$ cat src/rtl/rfsh_pkg.sv
package rfsh_pkg;
    typedef enum logic [1:0] {
        ST_WAIT  = 2'd0,
        ST_BURST = 2'd1,
        ST_GAP   = 2'd2
    } rfsh_state_e;
endpackage

$ cat src/rtl/rfsh_interval_timer.sv
module rfsh_interval_timer #(
    parameter int INTERVAL_CYC = 780
) (
    input  logic clk,
    input  logic rst_n,
    input  logic en,
    output logic expire
);
    localparam int TW = (INTERVAL_CYC > 1) ? $clog2(INTERVAL_CYC) : 1;
    localparam logic [TW-1:0] LAST = TW'(INTERVAL_CYC - 1);

    logic [TW-1:0] tcnt;

    assign expire = en && (tcnt == LAST);

    always_ff @(posedge clk or negedge rst_n) begin
        if (!rst_n) begin
            tcnt <= '0;
        end else if (en) begin
            tcnt <= expire ? '0 : tcnt + 1'b1;
        end
    end
endmodule

$ cat src/rtl/rfsh_burst_fsm.sv
module rfsh_burst_fsm
    import rfsh_pkg::*;
#(
    parameter int BURST_CYC = 128
) (
    input  logic clk,
    input  logic rst_n,
    input  logic expire,
    output logic strobe,
    output logic busy,
    output logic burst_done
);
    localparam int BW = (BURST_CYC > 1) ? $clog2(BURST_CYC) : 1;
    localparam logic [BW-1:0] BLAST = BW'(BURST_CYC - 1);

    rfsh_state_e   state, state_nx;
    logic [BW-1:0] bcnt;

    // state register
    always_ff @(posedge clk or negedge rst_n) begin
        if (!rst_n) begin
            state <= ST_WAIT;
        end else begin
            state <= state_nx;
        end
    end

    // cycle count inside a burst
    always_ff @(posedge clk or negedge rst_n) begin
        if (!rst_n) begin
            bcnt <= '0;
        end else if (state == ST_BURST) begin
            bcnt <= burst_done ? '0 : bcnt + 1'b1;
        end else begin
            bcnt <= '0;
        end
    end

    // next state
    always_comb begin
        state_nx = state;
        unique case (state)
            ST_WAIT:  if (expire)     state_nx = ST_BURST;
            ST_BURST: if (burst_done) state_nx = ST_GAP;
            ST_GAP:                   state_nx = ST_WAIT;
            default:                  state_nx = ST_WAIT;
        endcase
    end

    // outputs
    always_comb begin
        strobe     = 1'b0;
        busy       = 1'b0;
        burst_done = 1'b0;
        unique case (state)
            ST_WAIT:  ;
            ST_BURST: begin
                busy       = 1'b1;
                strobe     = (bcnt == '0);
                burst_done = (bcnt == BLAST);
            end
            ST_GAP:   ;
            default:  ;
        endcase
    end
endmodule

$ cat src/rtl/rfsh_row_ptr.sv
module rfsh_row_ptr #(
    parameter int ROWS_PER_BANK = 262144,
    parameter int BURST_ROWS    = 32
) (
    input  logic clk,
    input  logic rst_n,
    input  logic advance,
    output logic [$clog2(ROWS_PER_BANK)-1:0] row_base
);
    localparam int RW = $clog2(ROWS_PER_BANK);
    localparam logic [RW-1:0] TOP  = RW'(ROWS_PER_BANK - BURST_ROWS);
    localparam logic [RW-1:0] STEP = RW'(BURST_ROWS);

    always_ff @(posedge clk or negedge rst_n) begin
        if (!rst_n) begin
            row_base <= '0;
        end else if (advance) begin
            row_base <= (row_base == TOP) ? '0 : row_base + STEP;
        end
    end
endmodule

$ cat src/rtl/rfsh_busy_meter.sv
module rfsh_busy_meter #(
    parameter int CNT_W = 32
) (
    input  logic             clk,
    input  logic             rst_n,
    input  logic             busy,
    output logic [CNT_W-1:0] total
);
    always_ff @(posedge clk or negedge rst_n) begin
        if (!rst_n) begin
            total <= '0;
        end else if (busy) begin
            total <= total + 1'b1;
        end
    end
endmodule

$ cat src/rtl/refresh_burst_sched.sv
module refresh_burst_sched #(
    parameter int INTERVAL_CYC  = 780,
    parameter int ROW_CYC       = 4,
    parameter int BURST_ROWS    = 32,
    parameter int ROWS_PER_BANK = 262144,
    parameter int CNT_W         = 32
) (
    input  logic                             clk,
    input  logic                             rst_n,
    input  logic                             en,
    output logic                             ref_strobe,
    output logic [$clog2(ROWS_PER_BANK)-1:0] row_base,
    output logic                             refresh_busy,
    output logic [CNT_W-1:0]                 busy_total
);
    localparam int BURST_CYC = BURST_ROWS * ROW_CYC;
    localparam int ROW_W     = $clog2(ROWS_PER_BANK);

    if (INTERVAL_CYC <= BURST_CYC + 1) begin : g_bad_interval
        $error("interval must exceed burst plus release gap");
    end
    if ((ROWS_PER_BANK % BURST_ROWS) != 0) begin : g_bad_rows
        $error("rows per bank must be a multiple of burst rows");
    end

    logic expire;
    logic burst_done;

    rfsh_interval_timer #(.INTERVAL_CYC(INTERVAL_CYC)) u_timer (
        .clk    (clk),
        .rst_n  (rst_n),
        .en     (en),
        .expire (expire)
    );

    rfsh_burst_fsm #(.BURST_CYC(BURST_CYC)) u_fsm (
        .clk        (clk),
        .rst_n      (rst_n),
        .expire     (expire),
        .strobe     (ref_strobe),
        .busy       (refresh_busy),
        .burst_done (burst_done)
    );

    rfsh_row_ptr #(
        .ROWS_PER_BANK (ROWS_PER_BANK),
        .BURST_ROWS    (BURST_ROWS)
    ) u_rows (
        .clk      (clk),
        .rst_n    (rst_n),
        .advance  (burst_done),
        .row_base (row_base)
    );

    rfsh_busy_meter #(.CNT_W(CNT_W)) u_meter (
        .clk   (clk),
        .rst_n (rst_n),
        .busy  (refresh_busy),
        .total (busy_total)
    );
endmodule

$ cat config.mk
export PLATFORM = sky130hd
export DESIGN_NAME = refresh_burst_sched
export DESIGN_NICKNAME = d
export VERILOG_FILES = /design/src/rtl/rfsh_pkg.sv /design/src/rtl/rfsh_interval_timer.sv /design/src/rtl/rfsh_burst_fsm.sv /design/src/rtl/rfsh_row_ptr.sv /design/src/rtl/rfsh_busy_meter.sv /design/src/rtl/refresh_burst_sched.sv
export SDC_FILE = /design/constraint.sdc
export NUM_CORES = 1
export LEC_CHECK = 0
export ABC_CLOCK_PERIOD_IN_PS = 3800
export BUFFER_PORTS_ARGS = -buffer_cell sky130_fd_sc_hd__buf_2
export CORE_ASPECT_RATIO = 1.75
export CORE_MARGIN = 4
export CORE_UTILIZATION = 60
export DETAILED_ROUTE_END_ITERATION = 8
export PLACE_DENSITY = 0.85
export SLEW_MARGIN = 20
export SYNTH_ARGS = -nofsm -noshare
export SYNTH_HDL_FRONTEND = slang
export SYNTH_SLANG_ARGS = --single-unit
export TNS_END_PERCENT = 10
$ cat constraint.sdc
create_clock -name clk -period 3.8 [get_ports clk]
set_input_delay 0.76 -clock clk [delete_from_list [all_inputs] [get_ports clk]]
set_output_delay 0.76 -clock clk [all_outputs]
set_load 0.005 [all_outputs]
==> Word-level counts from Yosys, hierarchy flattened <==
Index checks and enable logic that the tools add are counted.
{ "op_classes": {"n_addsub": 4, "eq_ne": 6, "mux": 10, "reduce_logical": 4} }
{ "op_table": {"columns": ["op", "n"], "rows": [
  ["32-bit by 1-bit adder with 32-bit output, second input constant", 1],
  ["18-bit by 6-bit adder with 18-bit output, second input constant", 1],
  ["18-bit equality test, second input constant", 1],
  ["18-bit 2-to-1 mux", 1],
  ["7-bit 2-to-1 mux", 2],
  ["10-bit by 1-bit adder with 10-bit output, second input constant", 1],
  ["10-bit equality test, second input constant", 1],
  ["10-bit 2-to-1 mux", 1],
  ["7-bit by 1-bit adder with 7-bit output, second input constant", 1],
  ["7-bit equality test, second input constant", 1],
  ["7-bit zero test", 1],
  ["2-bit 2-to-1 mux", 2],
  ["2-bit case mux with 2 select lines", 1],
  ["1-bit 2-to-1 mux", 3],
  ["2-bit by 1-bit equality test with 1-bit output, second input constant", 1],
  ["2-bit zero test", 1],
  ["2-bit by 1-bit != test with 1-bit output, second input constant", 1],
  ["2-bit != test, second input constant", 1],
  ["2-bit AND reduction", 1],
  ["1-bit logical AND", 1]
]} }
{ "word_totals": {"ff_bits": 69, "output_inout_bits": 52, "wordCells": 29} }

==> Logic depth before layout (Yosys ltp) <==
{ "logic_depth": {"ltp_word": 4, "mapped_depth": 7, "depth_no_buf": 6} }

==> Cells and area by module <==
Synthesis repeated with hierarchy kept, for this count alone.
{ "hier_totals": {"hier_cells": 284, "area_unflattened_um2": 3072.9} }
{ "modules_own_cells": {"columns": ["module", "n_inst", "cells_each", "area_per_inst_um2", "seq_area_each_um2"], "rows": [
  ["rfsh_busy_meter", 1, 123, 1448.9, 800.8],
  ["rfsh_row_ptr", 1, 71, 693.2, 325.3],
  ["rfsh_interval_timer", 1, 46, 501.7, 250.2],
  ["rfsh_burst_fsm", 1, 44, 429.2, 225.2]
]} }

==> Worst setup path after synthesis <==
No wires, ideal clock.
{ "synth_timing": {"path_type": "reg2out", "startpoint": "reg u_fsm.bcnt[2]", "endpoint": "out ref_strobe", "arrival_ps": 1199, "setup_slack_ps": 1841, "path_stages_with_launch": 3, "cell_sequence": "dfrtp_1 -> or4_1 -> nor4b_1"} }
{ "synth_between": {"elab_chain_len": 2} }
{ "synth_rtl": {"columns": ["element", "line", "rtl"], "rows": [
  ["start, declared", "rfsh_burst_fsm.sv:17", "logic [BW-1:0] bcnt;"],
  ["start signal, assigned", "rfsh_burst_fsm.sv:33", "bcnt <= burst_done ? '0 : bcnt + 1'b1;"],
  ["7-bit zero test", "rfsh_burst_fsm.sv:59", "strobe = (bcnt == '0);"],
  ["1-bit 2-to-1 mux", "rfsh_burst_fsm.sv:55", "unique case (state)"],
  ["end, declared", "refresh_burst_sched.sv:11", "output logic ref_strobe,"]
]} }
No other way between the ends.

==> Worst setup path after layout <==
Ends and elaborated chain as after synthesis.

==> impl_metrics.py <==
metrics = {
    "run_status": {
        "status": "complete, no violations",
    },
    "timing": {
        "worstMarginPinSlew_ns": 0.9472,
        "finalSetupViolations": 0,
        "layout_setup_ws_ns": 1.350,
        "min_period_ns": 2.450,
        "skew_ns": 0.007648,
        "rsz0062_at_grt": "no",
        "tns_ns": 0,
        "slew-limit-headroom": 0.3627,
        "fin_crit_sh": 0.6448,
        "slew_violations": 0,
        "hold_violations": 0,
        "max_freq_mhz": 408.1,
    },
    "clock_tree": {
        "numCtsBuffers": 9,
        "clockBufferDepth": 2,
        "postCtsHoldBufs": 0,
        "post_cts_resize_count": 0,
        "clock_sinks": 64,
        "clk_latency_ns": 0.34,
        "cts_root_buffer": "clkbuf_8",
        "clk_pin_slew_ns": 0.07,
        "cts_setup_buffers": 0,
        "h-tree-depth": 3,
        "cts_tree": "built",
    },
    "detailed_routing": {
        "route.antenna.remaining_nets": 0,
        "wl_mm": 6.521,
        "drcViolationCount": 0,
        "drt_iter0_markers": 126,
        "dr_total_vias": 2374,
        "routed_via_density": 5.833,
        "dr.pass1.iters": 6,
        "post_drt_wl_per_cell_um": 16.02,
    },
    "floorplan": {
        "die-width_um": 62.37,
        "rows": 34,
        "die_h_um": 103.2,
        "coreArea_mm2": 0.004977,
        "start_util": 0.6237,
        "ios": 55,
        "die_area_mm2": 0.006433,
    },
    "worst_hold_path": {
        "hold_class": "in2async",
    },
    "power_and_ir_drop": {
        "vdd_ir_drop_max_mv": 0.3432,
        "p_leak_uw": 0.001848,
        "power_uw": 1461,
        "power_density_mw_per_mm2": 404.9,
    },
    "finish": {
        "layout_common_cells": "64 x dfrtp_1, 48 x buf_2, 31 x xnor2_1, 25 x nand2_1, 22 x nor2_1",
        "nets": 356,
        "area_growth_pct": 16.24,
        "layout_commonest_cell": "dfrtp_1",
        "diodes": 0,
        "drive_gt1_frac": 0.2181,
        "final_area_mm2": 0.003608,
        "utilization": 0.7250,
    },
    "global_routing": {
        "grt_max_degree": 54,
        "antenna_found_initial": 0,
        "overflow": 0,
        "grt_pass1_vias": 2531,
        "track_usage": 0.2215,
        "grt_pass1_wl_mm": 11.30,
    },
    "setup_path": {
        "crit_type": "reg2out",
        "reg2reg_from": "u_meter.total[4]",
        "critPathMaxFanout": 5,
        "critPathLaunch": "u_fsm.bcnt[2]",
        "critPathArrivalTime_ns": 1.69,
        "required_ns": 3.04,
        "end_kind": "output port",
        "worst_setup_path_start_kind": "flip-flop",
        "r2r_slack_ns": 1.74,
    },
    "placed_design": {
        "place_ws_ns": 1.712,
        "hpwl_mm": 4.868,
        "io_buffers": 49,
        "gp_congestion": 0.7995,
        "dpl_cell_area_mm2": 0.003388,
    },
    "logic_synthesis": {
        "yosys_warnings": 0,
        "synth_seq_cells": 64,
        "syn_area_mm2": 0.003104,
        "synth_cells": 291,
        "syn_avg_cell_area_um2": 10.67,
        "ys_types": 41,
        "synth-seq-area-share": 0.5159,
    },
    "flow_run": {
        "drv_cap": 0,
    },
}
[path summary, 6_finish.rpt]
path	to	depth (start not counted)
max in group asynchronous	u_rows.row_base[11]	2
worst min register to register	u_meter.total[31]	1
worst min-delay path	u_meter.total[19]	1
worst max-delay path	ref_strobe	3
min in group clk	u_meter.total[31]	1
worst max register to register	u_meter.total[22]	4
[area by class of cell]
class	count	area, um2
clock inverter	6	82.58
multi-input combinational	212	1419
inverter	10	37.54
fill	376	1369
clock buffer	10	137.6
tap	54	67.56
timing repair buffer	51	262.8
sequential	64	1602
[critical path, cell delays in order (launching register included)]
cell and delay, ns:
dfrtp_1 0.42, or4_1 0.53, nor4b_1 0.24, buf_2 0.16
[Yosys cell counts (all sizes together)]
cell | instances | area (um2)
nor2b | 3 | 18.77
nand2b | 1 | 6.260
or2 | 1 | 6.260
o21ai | 7 | 35.03
mux2 | 1 | 11.26
conb | 1 | 3.750
nor4b | 3 | 26.28
dfrtp | 64 | 1602
xnor2 | 31 | 271.5
or4bb | 1 | 11.26
nor2 | 22 | 82.58
a22o | 4 | 35.03
or3 | 1 | 6.260
nor4 | 6 | 67.56
clkinv | 1 | 3.750
nor3 | 12 | 65.06
nand3b | 2 | 15.01
xor2 | 18 | 157.7
nand3 | 20 | 100.1
a21o | 2 | 15.01
and2 | 5 | 31.28
and4 | 7 | 62.56
or4 | 3 | 30.03
nand2 | 25 | 93.84
and3 | 6 | 37.54
o211ai | 1 | 7.510
buf | 7 | 53.80
clkbuf | 2 | 7.510
o22ai | 1 | 6.260
nand4 | 17 | 118.9
ha | 5 | 62.56
inv | 9 | 33.78
mux2i | 1 | 10.01
and3b | 1 | 8.760
[sequential cells by signal (all words and copies together) (netlist names)]
name and count:
u_timer.tcnt 10, u_meter.total 32, u_rows.row_base 13, u_fsm.bcnt 7, u_fsm.state 2
[metal layers]
metal  wire length, um  global-route usage
met2              3606              0.4113
met4               197              0.1176
met1              2366              0.2262
met3               350             0.05562
met5                 0                   0
[where the power goes]
group,internal (uW),switching [uW]
logic,29.3,41.3
clock network,383,262
registers,708,36.5
total,1120,340
[through the flow]
stage               instances  hold WS [ns]
floorplan                 295        0.4225
global placement          391        0.4354
detailed placement        391        0.4653
CTS                       407        0.4603
global route              407        0.4920
finish                    407        0.4480
[logic make-up after synthesis]
logic type	after synthesis	share of synthesized area
flops	64	0.5159
buf+inv	19	0.03184
mux	2	0.006852
xor+xnor	49	0.1383
other cells	1	0.001208
fa+ha+maj	5	0.02015
simple gates	136	0.2539
compound gates	15	0.03184
(Power assumes the default switching activity.)
